[src/rtl/hpt_pkg.sv]
package hpt_pkg;
  localparam int WORD_W    = 32;
  localparam int PAGE_BITS = 12;
  localparam int SEG_SHIFT = 28;
  localparam int SEG_NUM   = 16;
  localparam int VSID_W    = 24;
  localparam int PIDX_W    = SEG_SHIFT - PAGE_BITS;
  localparam int API_W     = 6;
  localparam int TAG_SHIFT = API_W + 1;
  localparam int PTE_BYTES = 8;

  localparam logic [WORD_W-1:0] VALID_BIT = 32'h8000_0000;
  localparam logic [WORD_W-1:0] SEC_BIT   = 32'h1 << API_W;
  localparam logic [WORD_W-1:0] TAG_MASK  = ~(VALID_BIT | SEC_BIT);
  localparam logic [WORD_W-1:0] REF_BIT   = 32'h0000_0100;
  localparam logic [WORD_W-1:0] CHG_BIT   = 32'h0000_0080;
  localparam logic [WORD_W-1:0] OFS_MASK  = (32'h1 << PAGE_BITS) - 32'h1;

  typedef enum logic [1:0] {
    ACC_LOAD  = 2'd0,
    ACC_STORE = 2'd1,
    ACC_FETCH = 2'd2,
    ACC_RSVD  = 2'd3
  } acc_e;

  typedef enum logic [2:0] {
    ST_IDLE,
    ST_TAG,
    ST_DATA,
    ST_WBACK,
    ST_DONE
  } walk_st_e;

  function automatic logic [PIDX_W-1:0] page_index(input logic [WORD_W-1:0] ea);
    return ea[SEG_SHIFT-1:PAGE_BITS];
  endfunction

  function automatic logic [WORD_W-1:0] group_hash(input logic [VSID_W-1:0] vsid,
                                                   input logic [PIDX_W-1:0] pidx,
                                                   input logic sec);
    logic [WORD_W-1:0] h;
    h = WORD_W'(vsid) ^ WORD_W'(pidx);
    return sec ? ~h : h;
  endfunction

  function automatic logic [WORD_W-1:0] group_base(input logic [WORD_W-1:0] base,
                                                   input logic [WORD_W-1:0] mask,
                                                   input logic [WORD_W-1:0] hash,
                                                   input int shift);
    return base + ((hash << shift) & mask);
  endfunction

  function automatic logic [WORD_W-1:0] compare_tag(input logic [VSID_W-1:0] vsid,
                                                    input logic [PIDX_W-1:0] pidx);
    return (WORD_W'(vsid) << TAG_SHIFT) | WORD_W'(pidx >> (PIDX_W - API_W));
  endfunction

  function automatic logic entry_hit(input logic [WORD_W-1:0] w0,
                                     input logic [WORD_W-1:0] tag,
                                     input logic sec);
    return ((w0 & VALID_BIT) != '0) && (w0[API_W] == sec) && ((w0 & TAG_MASK) == tag);
  endfunction

  function automatic logic [WORD_W-1:0] status_update(input logic [WORD_W-1:0] w1,
                                                      input logic store);
    return w1 | REF_BIT | (store ? CHG_BIT : '0);
  endfunction

  function automatic logic [WORD_W-1:0] real_address(input logic [WORD_W-1:0] w1,
                                                     input logic [WORD_W-1:0] ea);
    return (w1 & ~OFS_MASK) | (ea & OFS_MASK);
  endfunction
endpackage

[src/rtl/hpt_seg_select.sv]
module hpt_seg_select
  import hpt_pkg::*;
(
  input  logic [SEG_NUM*WORD_W-1:0] seg_flat,
  input  logic [WORD_W-1:0]         ea,
  output logic [WORD_W-1:0]         seg_word
);
  localparam int SEL_W = $clog2(SEG_NUM);

  logic [WORD_W-1:0] seg_arr [SEG_NUM];

  for (genvar g = 0; g < SEG_NUM; g++) begin : g_unpack
    assign seg_arr[g] = seg_flat[g*WORD_W +: WORD_W];
  end

  assign seg_word = seg_arr[ea[WORD_W-1 -: SEL_W]];
endmodule

[src/rtl/hpt_addr_gen.sv]
module hpt_addr_gen
  import hpt_pkg::*;
#(
  parameter int GROUP_ENTRIES = 8,
  localparam int IDX_W = $clog2(GROUP_ENTRIES)
)(
  input  logic [VSID_W-1:0] vsid,
  input  logic [WORD_W-1:0] ea,
  input  logic              sec,
  input  logic [IDX_W-1:0]  idx,
  input  logic [WORD_W-1:0] base,
  input  logic [WORD_W-1:0] mask,
  output logic [WORD_W-1:0] tag_addr,
  output logic [WORD_W-1:0] data_addr,
  output logic [WORD_W-1:0] cmp_tag
);
  localparam int GROUP_BYTES = GROUP_ENTRIES * PTE_BYTES;
  localparam int GRP_SHIFT   = $clog2(GROUP_BYTES);
  localparam int ENT_SHIFT   = $clog2(PTE_BYTES);

  logic [PIDX_W-1:0] pidx;
  logic [WORD_W-1:0] grp_addr;

  always_comb begin
    pidx      = page_index(ea);
    grp_addr  = group_base(base, mask, group_hash(vsid, pidx, sec), GRP_SHIFT);
    tag_addr  = grp_addr + (WORD_W'(idx) << ENT_SHIFT);
    data_addr = tag_addr + WORD_W'(WORD_W / 8);
    cmp_tag   = compare_tag(vsid, pidx);
  end
endmodule

[src/rtl/hpt_entry_eval.sv]
module hpt_entry_eval
  import hpt_pkg::*;
(
  input  logic [WORD_W-1:0] word,
  input  logic [WORD_W-1:0] cmp_tag,
  input  logic              sec,
  input  logic              store,
  input  logic [WORD_W-1:0] ea,
  output logic              tag_match,
  output logic [WORD_W-1:0] upd_word,
  output logic              upd_needed,
  output logic [WORD_W-1:0] real_out
);
  always_comb begin
    tag_match  = entry_hit(word, cmp_tag, sec);
    upd_word   = status_update(word, store);
    upd_needed = (upd_word != word);
    real_out   = real_address(word, ea);
  end
endmodule

[src/rtl/hpt_walker.sv]
module hpt_walker
  import hpt_pkg::*;
#(
  parameter int GROUP_ENTRIES = 8
)(
  input  logic                      clk,
  input  logic                      rst_n,
  input  logic                      req_valid,
  input  logic [31:0]               req_ea,
  input  logic [1:0]                req_acc,
  input  logic                      xlat_inst_en,
  input  logic                      xlat_data_en,
  input  logic [SEG_NUM*WORD_W-1:0] seg_regs,
  input  logic [31:0]               tbl_base,
  input  logic [31:0]               tbl_mask,
  output logic                      mem_req,
  output logic                      mem_we,
  output logic [31:0]               mem_addr,
  output logic [31:0]               mem_wdata,
  input  logic                      mem_ack,
  input  logic [31:0]               mem_rdata,
  output logic                      done,
  output logic                      hit,
  output logic                      bypass,
  output logic                      wr_permit,
  output logic [31:0]               real_addr,
  output logic [1:0]                prot_pp,
  output logic [7:0]                seg_attr
);
  localparam int IDX_W = $clog2(GROUP_ENTRIES);
  localparam logic [IDX_W-1:0] LAST_IDX = IDX_W'(GROUP_ENTRIES - 1);

  walk_st_e          state;
  logic [WORD_W-1:0] ea_q;
  logic [WORD_W-1:0] seg_q;
  logic              store_q;
  logic              pass_q;
  logic [IDX_W-1:0]  idx_q;
  logic [WORD_W-1:0] wb_word_q;
  logic              hit_q, byp_q, wrp_q;
  logic [WORD_W-1:0] real_q;
  logic [1:0]        pp_q;

  // named internal events
  logic              accept;
  logic              is_fetch;
  logic              bypass_req;
  logic [WORD_W-1:0] seg_now;
  logic [WORD_W-1:0] tag_addr, data_addr, cmp_tag;
  logic              tag_match, upd_needed;
  logic [WORD_W-1:0] upd_word, real_calc;
  logic              tag_ack, data_ack, wb_ack;
  logic              group_exhausted;

  hpt_seg_select u_seg (
    .seg_flat (seg_regs),
    .ea       (req_ea),
    .seg_word (seg_now)
  );

  hpt_addr_gen #(.GROUP_ENTRIES(GROUP_ENTRIES)) u_addr (
    .vsid      (seg_q[VSID_W-1:0]),
    .ea        (ea_q),
    .sec       (pass_q),
    .idx       (idx_q),
    .base      (tbl_base),
    .mask      (tbl_mask),
    .tag_addr  (tag_addr),
    .data_addr (data_addr),
    .cmp_tag   (cmp_tag)
  );

  hpt_entry_eval u_eval (
    .word       (mem_rdata),
    .cmp_tag    (cmp_tag),
    .sec        (pass_q),
    .store      (store_q),
    .ea         (ea_q),
    .tag_match  (tag_match),
    .upd_word   (upd_word),
    .upd_needed (upd_needed),
    .real_out   (real_calc)
  );

  assign accept          = (state == ST_IDLE) && req_valid;
  assign is_fetch        = (req_acc == ACC_FETCH);
  assign bypass_req      = is_fetch ? !xlat_inst_en : !xlat_data_en;
  assign tag_ack         = (state == ST_TAG) && mem_ack;
  assign data_ack        = (state == ST_DATA) && mem_ack;
  assign wb_ack          = (state == ST_WBACK) && mem_ack;
  assign group_exhausted = tag_ack && !tag_match && (idx_q == LAST_IDX);

  always_ff @(posedge clk or negedge rst_n) begin
    if (!rst_n) begin
      state     <= ST_IDLE;
      ea_q      <= '0;
      seg_q     <= '0;
      store_q   <= 1'b0;
      pass_q    <= 1'b0;
      idx_q     <= '0;
      wb_word_q <= '0;
      hit_q     <= 1'b0;
      byp_q     <= 1'b0;
      wrp_q     <= 1'b0;
      real_q    <= '0;
      pp_q      <= '0;
    end else begin
      case (state)
        ST_IDLE: begin
          if (accept) begin
            ea_q    <= req_ea;
            seg_q   <= seg_now;
            store_q <= (req_acc == ACC_STORE);
            pass_q  <= 1'b0;
            idx_q   <= '0;
            pp_q    <= '0;
            if (bypass_req) begin
              hit_q  <= 1'b1;
              byp_q  <= 1'b1;
              wrp_q  <= 1'b1;
              real_q <= req_ea;
              state  <= ST_DONE;
            end else begin
              hit_q  <= 1'b0;
              byp_q  <= 1'b0;
              wrp_q  <= 1'b0;
              real_q <= '0;
              state  <= ST_TAG;
            end
          end
        end
        ST_TAG: begin
          if (tag_ack) begin
            if (tag_match) begin
              state <= ST_DATA;
            end else if (group_exhausted) begin
              idx_q <= '0;
              if (!pass_q) begin
                pass_q <= 1'b1;
              end else begin
                state <= ST_DONE;
              end
            end else begin
              idx_q <= idx_q + 1'b1;
            end
          end
        end
        ST_DATA: begin
          if (data_ack) begin
            wb_word_q <= upd_word;
            hit_q     <= 1'b1;
            wrp_q     <= store_q;
            real_q    <= real_calc;
            pp_q      <= mem_rdata[1:0];
            state     <= upd_needed ? ST_WBACK : ST_DONE;
          end
        end
        ST_WBACK: begin
          if (wb_ack) state <= ST_DONE;
        end
        ST_DONE: state <= ST_IDLE;
        default: state <= ST_IDLE;
      endcase
    end
  end

  always_comb begin
    mem_req   = (state == ST_TAG) || (state == ST_DATA) || (state == ST_WBACK);
    mem_we    = (state == ST_WBACK);
    mem_wdata = (state == ST_WBACK) ? wb_word_q : '0;
    mem_addr  = (state == ST_TAG) ? tag_addr : data_addr;
  end

  assign done      = (state == ST_DONE);
  assign hit       = hit_q;
  assign bypass    = byp_q;
  assign wr_permit = wrp_q;
  assign real_addr = real_q;
  assign prot_pp   = pp_q;
  assign seg_attr  = seg_q[WORD_W-1 -: 8];

  // an outstanding request is held unchanged until acknowledged
  assert_req_hold_R9: assert property (@(posedge clk) disable iff (!rst_n)
    (mem_req && !mem_ack) |=> (mem_req && $stable(mem_addr) && $stable(mem_we) && $stable(mem_wdata)));

  // completion is a single-cycle pulse
  assert_done_pulse_R10: assert property (@(posedge clk) disable iff (!rst_n)
    done |=> !done);

  // a request taken with translation off never touches memory
  assert_bypass_nomem_R8: assert property (@(posedge clk) disable iff (!rst_n)
    (accept && bypass_req) |=> (!mem_req && done));

  // every write sets the referenced bit and lands on a second word
  assert_wb_refbit_R5: assert property (@(posedge clk) disable iff (!rst_n)
    (mem_req && mem_we) |-> (mem_wdata[8] && mem_addr[2]));

  // the secondary pass begins only after the final primary entry
  assert_secondary_order_R4: assert property (@(posedge clk) disable iff (!rst_n)
    $rose(pass_q) |-> ($past(idx_q) == LAST_IDX && $past(state) == ST_TAG));

  // write right only for stores or untranslated accesses
  assert_write_right_R7: assert property (@(posedge clk) disable iff (!rst_n)
    (done && wr_permit) |-> (bypass || store_q));

  // the page offset always passes straight through on a hit
  assert_offset_keep_R6: assert property (@(posedge clk) disable iff (!rst_n)
    (done && hit) |-> (real_addr[11:0] == ea_q[11:0]));
endmodule

[config.mk]
export PLATFORM = sky130hd
export DESIGN_NAME = hpt_walker
export DESIGN_NICKNAME = d
export VERILOG_FILES = /design/src/rtl/hpt_pkg.sv /design/src/rtl/hpt_seg_select.sv /design/src/rtl/hpt_addr_gen.sv /design/src/rtl/hpt_entry_eval.sv /design/src/rtl/hpt_walker.sv
export SDC_FILE = /design/constraint.sdc
export NUM_CORES = 1
export LEC_CHECK = 0
export BUFFER_PORTS_ARGS = -buffer_cell sky130_fd_sc_hd__buf_2
export CELL_PAD_IN_SITES_DETAIL_PLACEMENT = 1
export CELL_PAD_IN_SITES_GLOBAL_PLACEMENT = 2
export CORE_AREA = 2 2 293 295
export CTS_CLUSTER_DIAMETER = 80
export DETAILED_ROUTE_END_ITERATION = 8
export DIE_AREA = 0 0 295 297
export GPL_TIMING_DRIVEN = 0
export PLACE_DENSITY = 0.56
export SLEW_MARGIN = 0
export SYNTH_ARGS = -nofsm -noshare
export SYNTH_HDL_FRONTEND = slang
export SYNTH_HIERARCHICAL = 1
export SYNTH_SLANG_ARGS = --single-unit
[constraint.sdc]
create_clock -name clk -period 9 [get_ports clk]
set_clock_uncertainty 0.15 [all_clocks]
set_input_delay 2.25 -clock clk [delete_from_list [all_inputs] [get_ports clk]]
set_output_delay 2.25 -clock clk [all_outputs]
set_load 0.1 [all_outputs]
==> results of run 1 <==
## power by group
group	internal, µW	switching [µW]
Combinational	1300	3440
Clock	482	327
Sequential	834	201
Total	2610	3970
## placed cells by master, fill, tap and decap left out, types with 10 or more instances in the layout
master,n
buf_2,779
nand2_1,282
dfrtp_1,137
mux4_2,128
buf_4,121
xnor2_1,69
mux2_2,66
and2_1,64
a22oi_1,64
a21oi_1,63
clkbuf_1,51
diode_2,47
xor2_1,45
a31oi_1,36
o2111ai_1,32
ha_1,31
nor2_1,28
inv_1,26
o21ai_0,24
nand3_1,23
clkbuf_16,17
nor3_1,13
and3_1,11
nand4_1,10
## through the flow
step                      hold slack [ns]  power, µW
after floorplan                     0.296       4620
after global placement              0.311       5770
after detailed placement            0.315       5810
after CTS                           0.332       6660
after global routing                0.350       6950
final                               0.329       6580
## area by class of cell
cell class | count | area [µm²] | share of cell area
clock buffer | 20 | 457 | 0.0225
inverter | 27 | 101 | 0.00500
timing repair buffer | 752 | 3800 | 0.187
buffer | 217 | 1350 | 0.0667
sequential | 137 | 3430 | 0.169
tap | 1144 | 1430 | 0.0706
antenna | 47 | 118 | 0.00580
clock inverter | 12 | 183 | 0.00901
multi-input combinational | 1114 | 9410 | 0.464
## per-layer routing
metal  routed length (µm)  track usage
met4                 4920        0.107
met1                40500        0.260
met2                55100        0.434
met5                  148            0
met3                 4930       0.0472
## sequential cells by signal, summed over array words and instances (netlist names)
register and cells:
state 3, hit 1, idx_q 3, wr_permit 1, wb_word_q 32, prot_pp 2
seg_q 32, real_addr 32, ea_q 28, bypass 1, store_q 1, pass_q 1
## worst max-delay path by stage
stage | to | slack, ns | cells after the start
3_3_place_gp | mem_addr[31] | -0.14 | 15
6_report | mem_addr[28] | 0.27 | 15
4_1_cts | mem_addr[31] | 0.03 | 17
3_5_place_dp | mem_addr[31] | -0.15 | 15
2_1_floorplan | mem_addr[28] | 1.05 | 13
5_1_grt | mem_addr[28] | 0.06 | 15
## tightest hold or removal path, delay by kind of cell, from the launching register on
kind | cells | cell delay, ns
DFF | 1 | 0.34
and+or+nand+nor | 2 | 0.10
## what timing repair did
action / in CTS / in global routing
resized for setup: 1 / 7
endpoints found under the setup margin: 3 / 6
cloned: 0 / 0
pin swaps: 0 / 1
==> out/summary.txt, run 1 <==
H-tree levels: 4
Startpoint Class: primary input
Fillers: 10.1k
Ys Warns: 6
Antenna Violating Nets Remaining: 0
Worst hold path startpoint: seg_q[25]$_DFFE_PN0P_
Die Area: 0.0876 mm²
Syn Inst Count: 1494
Register-to-Register Path Depth: 6
Placed Instances: 3391
Setup crit end kind: output pin
Wirelength per Cell: 30.4 µm
Slowest cell delay on critical path: 0.55 ns
Total CTS buffers: 17
Static leakage: 0.00955 µW
Rows: 107
Initial antenna violation count: 104
Post-CTS setup buffer count: 0
Slew @ Worst Pin: 1.22 ns
Share of layout cells above drive strength 1: 0.510
Ports: 760
Timing-limited maximum frequency: 115 MHz
DP Area: 0.0195 mm²
Minimum clock period: 8.73 ns
Hold depth: 2
R2R Path End: seg_q[19]$_DFFE_PN0P_
Worst-skew pair later-pin latency: 0.48 ns
R2r startpoint: state[2]$_DFFE_PN0P_
Max clock buf depth: 2
DRC Markers: 0
Fin. Hold Viols: 0
Final nets: 2946
CTS tree: built
Non-Filler Instances: 3470
Die W: 295 µm
Slowest stage cell, crit path: or4b_4
Global-route wire length before repair: 141000 µm
Max-cap violations: 0
Max_slew headroom: 0.185
Setup_tns: 0 ns
HP Class: flip-flop to flip-flop
Iteration count of the initial detailed-routing pass: 4
WHS Endpoint: seg_q[25]$_DFFE_PN0P_
Area delta synth->final: 42.2%
Clock sink count: 137
Worst Path Class, Setup: primary input to output pin
RSZ-0062 raised after global routing: no
Flop2flop setup slack: 6.23 ns
Final setup violation count: 0
Largest net degree at the start of global routing: 88
Vias in the first global route: 17.1k
Port buffer count: 751
Final Cycle Share: 0.970
Drt via density: 4.55
Reg clk slew, reported paths: 0.06 ns
CTS Hold Bufs: 0
CP Data Arrival Time: 6.33 ns
Starting Density: 0.169
Crit path cell chain: buf_2 > ha_1 > inv_1 > fa_1 > and2b_4 > o31a_1 > o211ai_1 > a311oi_4 > nand4_2 > nor4_4 > nand4_2 > or4b_4 > xnor2_2 > mux2_2 > buf_2
Gp weighted congestion: 0.956
Pwr dens: 325 mW/mm²
Critical path required time: 6.60 ns
Cell family with most CP delay: simple AND/OR/NAND/NOR gates
Post-Syn Area: 0.0143 mm²
Fin area: 0.0203 mm²
Final design utilization: 0.240
All-Layer GR Usage: 0.237
Peak VDD IR: 0.390 mV
Crit-path max FO: 6
Total grt overflow: 0
DP HPWL: 94100 µm
Die Ht: 297 µm
Crit path from: tbl_base[3]
Setup slack at placement: -0.153 ns
Worst Slack Setup Final: 0.270 ns
Clk root buf: clkbuf_16
Syn Area/Cell: 9.54 µm²
Total number of vias: 15.8k
Initial DRC count: 873
WL final: 106000 µm
Fin. max-slew vios: 0
Run status: finished, final reports clean
Core area: 0.0845 mm²
Crit path buf inv count: 3
Note: power is estimated with default switching activity, not from simulation.
==> run 2, diff against run 1 <==
--- a/config.mk
+++ b/config.mk
@@ -5,15 +5,16 @@
 export SDC_FILE = /design/constraint.sdc
 export NUM_CORES = 1
 export LEC_CHECK = 0
+export ABC_AREA = 1
 export BUFFER_PORTS_ARGS = -buffer_cell sky130_fd_sc_hd__buf_2
 export CELL_PAD_IN_SITES_DETAIL_PLACEMENT = 1
 export CELL_PAD_IN_SITES_GLOBAL_PLACEMENT = 2
-export CORE_AREA = 2 2 293 295
+export CORE_AREA = 2 2 296 298
 export CTS_CLUSTER_DIAMETER = 80
 export DETAILED_ROUTE_END_ITERATION = 8
-export DIE_AREA = 0 0 295 297
+export DIE_AREA = 0 0 298 300
 export GPL_TIMING_DRIVEN = 0
-export PLACE_DENSITY = 0.56
+export PLACE_DENSITY = 0.75
 export SLEW_MARGIN = 0
 export SYNTH_ARGS = -nofsm -noshare
 export SYNTH_HDL_FRONTEND = slang
==> out/summary.txt, run 2 <==
Slowest cell delay on critical path: 0.45 ns (-0.10 ns)
P_sw: 4070 µW (+2.6%)
DRC Markers: 0 (unchanged)
Syn Area/Cell: 5.27 µm² (-45%)
All-Layer GR Usage: 0.266 (+0.0291)
Non-Filler Instances: 5467 (+58%)
Initial antenna violation count: 86 (-17%)
Reg power frac: 0.157 (about the same)
Ys Warns: 6 (unchanged)
Setup_tns: 0 ns (unchanged)
Global-route wire length before repair: 171000 µm (+21%)
Fin. max-slew vios: 0 (unchanged)
Slowest stage cell, crit path: nor3_2
Resize count post-CTS: 0 (-1)
Vias in the first global route: 24.8k (+45%)
DP HPWL: 107000 µm (+13%)
Crit path cell chain: buf_2 > ha_1 > inv_1 > fa_1 > inv_1 > nand3_1 > nand2_2 > nand2_1 > nand2_2 > nand2_1 > nand2_4 > inv_1 > nor2_1 > nand3_1 > nor3_2 > nand4_1 > nand2_1 > nand2_1 > nand2_1 > buf_2
Starting Density: 0.213 (+0.0440)
Ports: 760 (unchanged)
Die Area: 0.0894 mm² (+2.0%)
Crit-path max FO: 6 (unchanged)
Timing-limited maximum frequency: 126 MHz (+9.9%)
Critical path required time: 6.60 ns (about the same)
Port buffer count: 751 (unchanged)
Core area: 0.0862 mm² (+2.1%)
Iteration count of the initial detailed-routing pass: 5 (+1)
Slew @ Worst Pin: 0.920 ns (-0.304 ns)
Run status: finished, final reports clean
Fin area: 0.0244 mm² (+20%)
Setup crit end kind: output pin
Hold WS: 0.329 ns (+0.0000930 ns)
Gp weighted congestion: 0.955 (-0.13%)
Rows: 108 (+0.93%)
Sw Ratio: 0.628 (+0.0250)
Fin. Hold Viols: 0 (unchanged)
Die W: 298 µm (+1.0%)
CP Data Arrival Time: 5.54 ns (-0.79 ns)
Total CTS buffers: 17 (unchanged)
Final nets: 4932 (+67%)
Final Cycle Share: 0.883 (-0.0874)
Total grt overflow: 0 (unchanged)
Max-cap violations: 0 (unchanged)
Wirelength per Cell: 22.2 µm (-27%)
Logic pwr share: 0.719 (about the same)
Drt via density: 4.40 (-3.4%)
Critical Path Most Common Cell: nand2_1
Commonest cells after routing, fill and taps aside: 1509 x nand2_1, 819 x buf_2, 650 x inv_1, 477 x nand3_1, 182 x nor2_1
Startpoint Class: primary input
Syn Inst Count: 3479 (+130%)
Area delta synth->final: 32.9%
CTS tree: built
Crit path buf inv count: 5 (+2)
Static leakage: 0.0158 µW (+65%)
Minimum clock period: 7.94 ns (-0.787 ns)
Worst Path Class, Setup: primary input to output pin
CTS Hold Bufs: 0 (unchanged)
Clk network pwr share: 0.124 (about the same)
Clk root buf: clkbuf_16
Multi-input logic area: 0.0107 mm² (+13%)
Cell family with most CP delay: simple AND/OR/NAND/NOR gates
Pwr dens: 266 mW/mm² (-18%)
H-tree levels: 4 (unchanged)
Post-CTS setup buffer count: 0 (unchanged)
Post-Syn Area: 0.0183 mm² (+29%)
Fillers: 11.9k (+18%)
Peak VDD IR: 0.310 mV (-20%)
Share of layout cells above drive strength 1: 0.252 (-0.258)
RSZ-0062 raised after global routing: no
Antenna Violating Nets Remaining: 0 (unchanged)
Die Ht: 300 µm (+1.0%)
Placed Instances: 5388 (+59%)
Reg clk slew, reported paths: 0.08 ns (+0.02 ns)
Clock sink count: 137 (unchanged)
Final setup violation count: 0 (unchanged)
Cell-internal power: 2410 µW (-7.7%)
HP Class: flip-flop to flip-flop
Register Area: 0.00343 mm² (unchanged)
Max_slew headroom: 0.387 (+0.202)
DP Area: 0.0236 mm² (+21%)
Largest net degree at the start of global routing: 78 (-11%)
Total number of vias: 24.0k (+52%)
Worst-skew pair later-pin latency: 0.48 ns (about the same)
Max clock buf depth: 2 (unchanged)
Initial DRC count: 1391 (+59%)
Commonest non-fill, non-tap cell in the layout: nand2_1
WL final: 122000 µm (+15%)
## run 2: cell types whose count changed in the layout (fill, tap and decap cells not counted), moves of 36 or more
cell     delta
buf_2      +40
mux4_2    -128
nor2_1    +154
nand2_1  +1227
nand3_1   +454
mux2_2     -66
and2_1     -64
a22oi_1    -64
a31oi_1    -36
xnor2_1    -52
inv_1     +624
## run 2: layout make-up
cell class / instances / area share
Antenna cell: 47 / 0.00482
Buffer: 264 / 0.0728
Clock buffer: 17 / 0.0175
Clock inverter: 15 / 0.00914
Inverter: 662 / 0.102
Multi-Input combinational cell: 2417 / 0.437
Sequential cell: 137 / 0.141
Tap cell: 1155 / 0.0593
Timing Repair Buffer: 753 / 0.157
## run 2: power groups by stage
stage	clock [µW]	combinational (µW)	sequential [µW]
3_3_place_gp	0	4650	1030
5_1_grt	850	5040	1050
3_5_place_dp	0	4690	1030
6_report	804	4660	1020
2_1_floorplan	0	2950	1550
4_1_cts	826	4700	1030
## run 2: worst register-to-register path, stage by stage, from the launching register on
cell and delay, ns:
dfrtp_1 0.43, buf_4 0.16, nor2_1 0.10, nor2_1 0.07
nor2_1 0.14, nand2_1 0.07, nor2_1 0.16, nand2_1 0.08
nor2_2 0.18, inv_1 0.12, nand3_1 0.15, nor2_1 0.09
nor2_1 0.13, nand3_1 0.10, nand2_1 0.07
## run 2: per-layer routing
layer	track usage	routed length (µm)	vias to the layer above
met4	0.107	4690	22
li1	-	-	11800
met5	0	125	-
met2	0.475	60500	694
met3	0.0438	5910	184
met1	0.315	50300	11300
## run 2: final timing paths
path | end | slack [ns] | cells past startpoint | from
hold / removal | ea_q[3]$_DFFE_PN0P_ | 0.33 | 2 | ea_q[3]$_DFFE_PN0P_
setup / recovery | mem_addr[29] | 1.06 | 20 | tbl_base[3]
setup reg to reg | idx_q[2]$_DFFE_PN0P_ | 6.74 | 14 | seg_q[6]$_DFFE_PN0P_
min in group asynchronous | pass_q$_DFFE_PN0P_ | 1.42 | 1 | rst_n
hold reg to reg | ea_q[3]$_DFFE_PN0P_ | 0.33 | 2 | ea_q[3]$_DFFE_PN0P_
max in group asynchronous | seg_q[30]$_DFFE_PN0P_ | 6.37 | 3 | rst_n
## run 2: per-stage QoR
step | util | setup slack, ns | power [µW]
3_5_place_dp | 0.274 | 1.02 | 5720
6_report | 0.283 | 1.06 | 6490
5_1_grt | 0.282 | 0.834 | 6940
2_1_floorplan | - | 1.66 | 4500
4_1_cts | 0.281 | 1.01 | 6550
3_3_place_gp | 0.273 | 1.05 | 5670
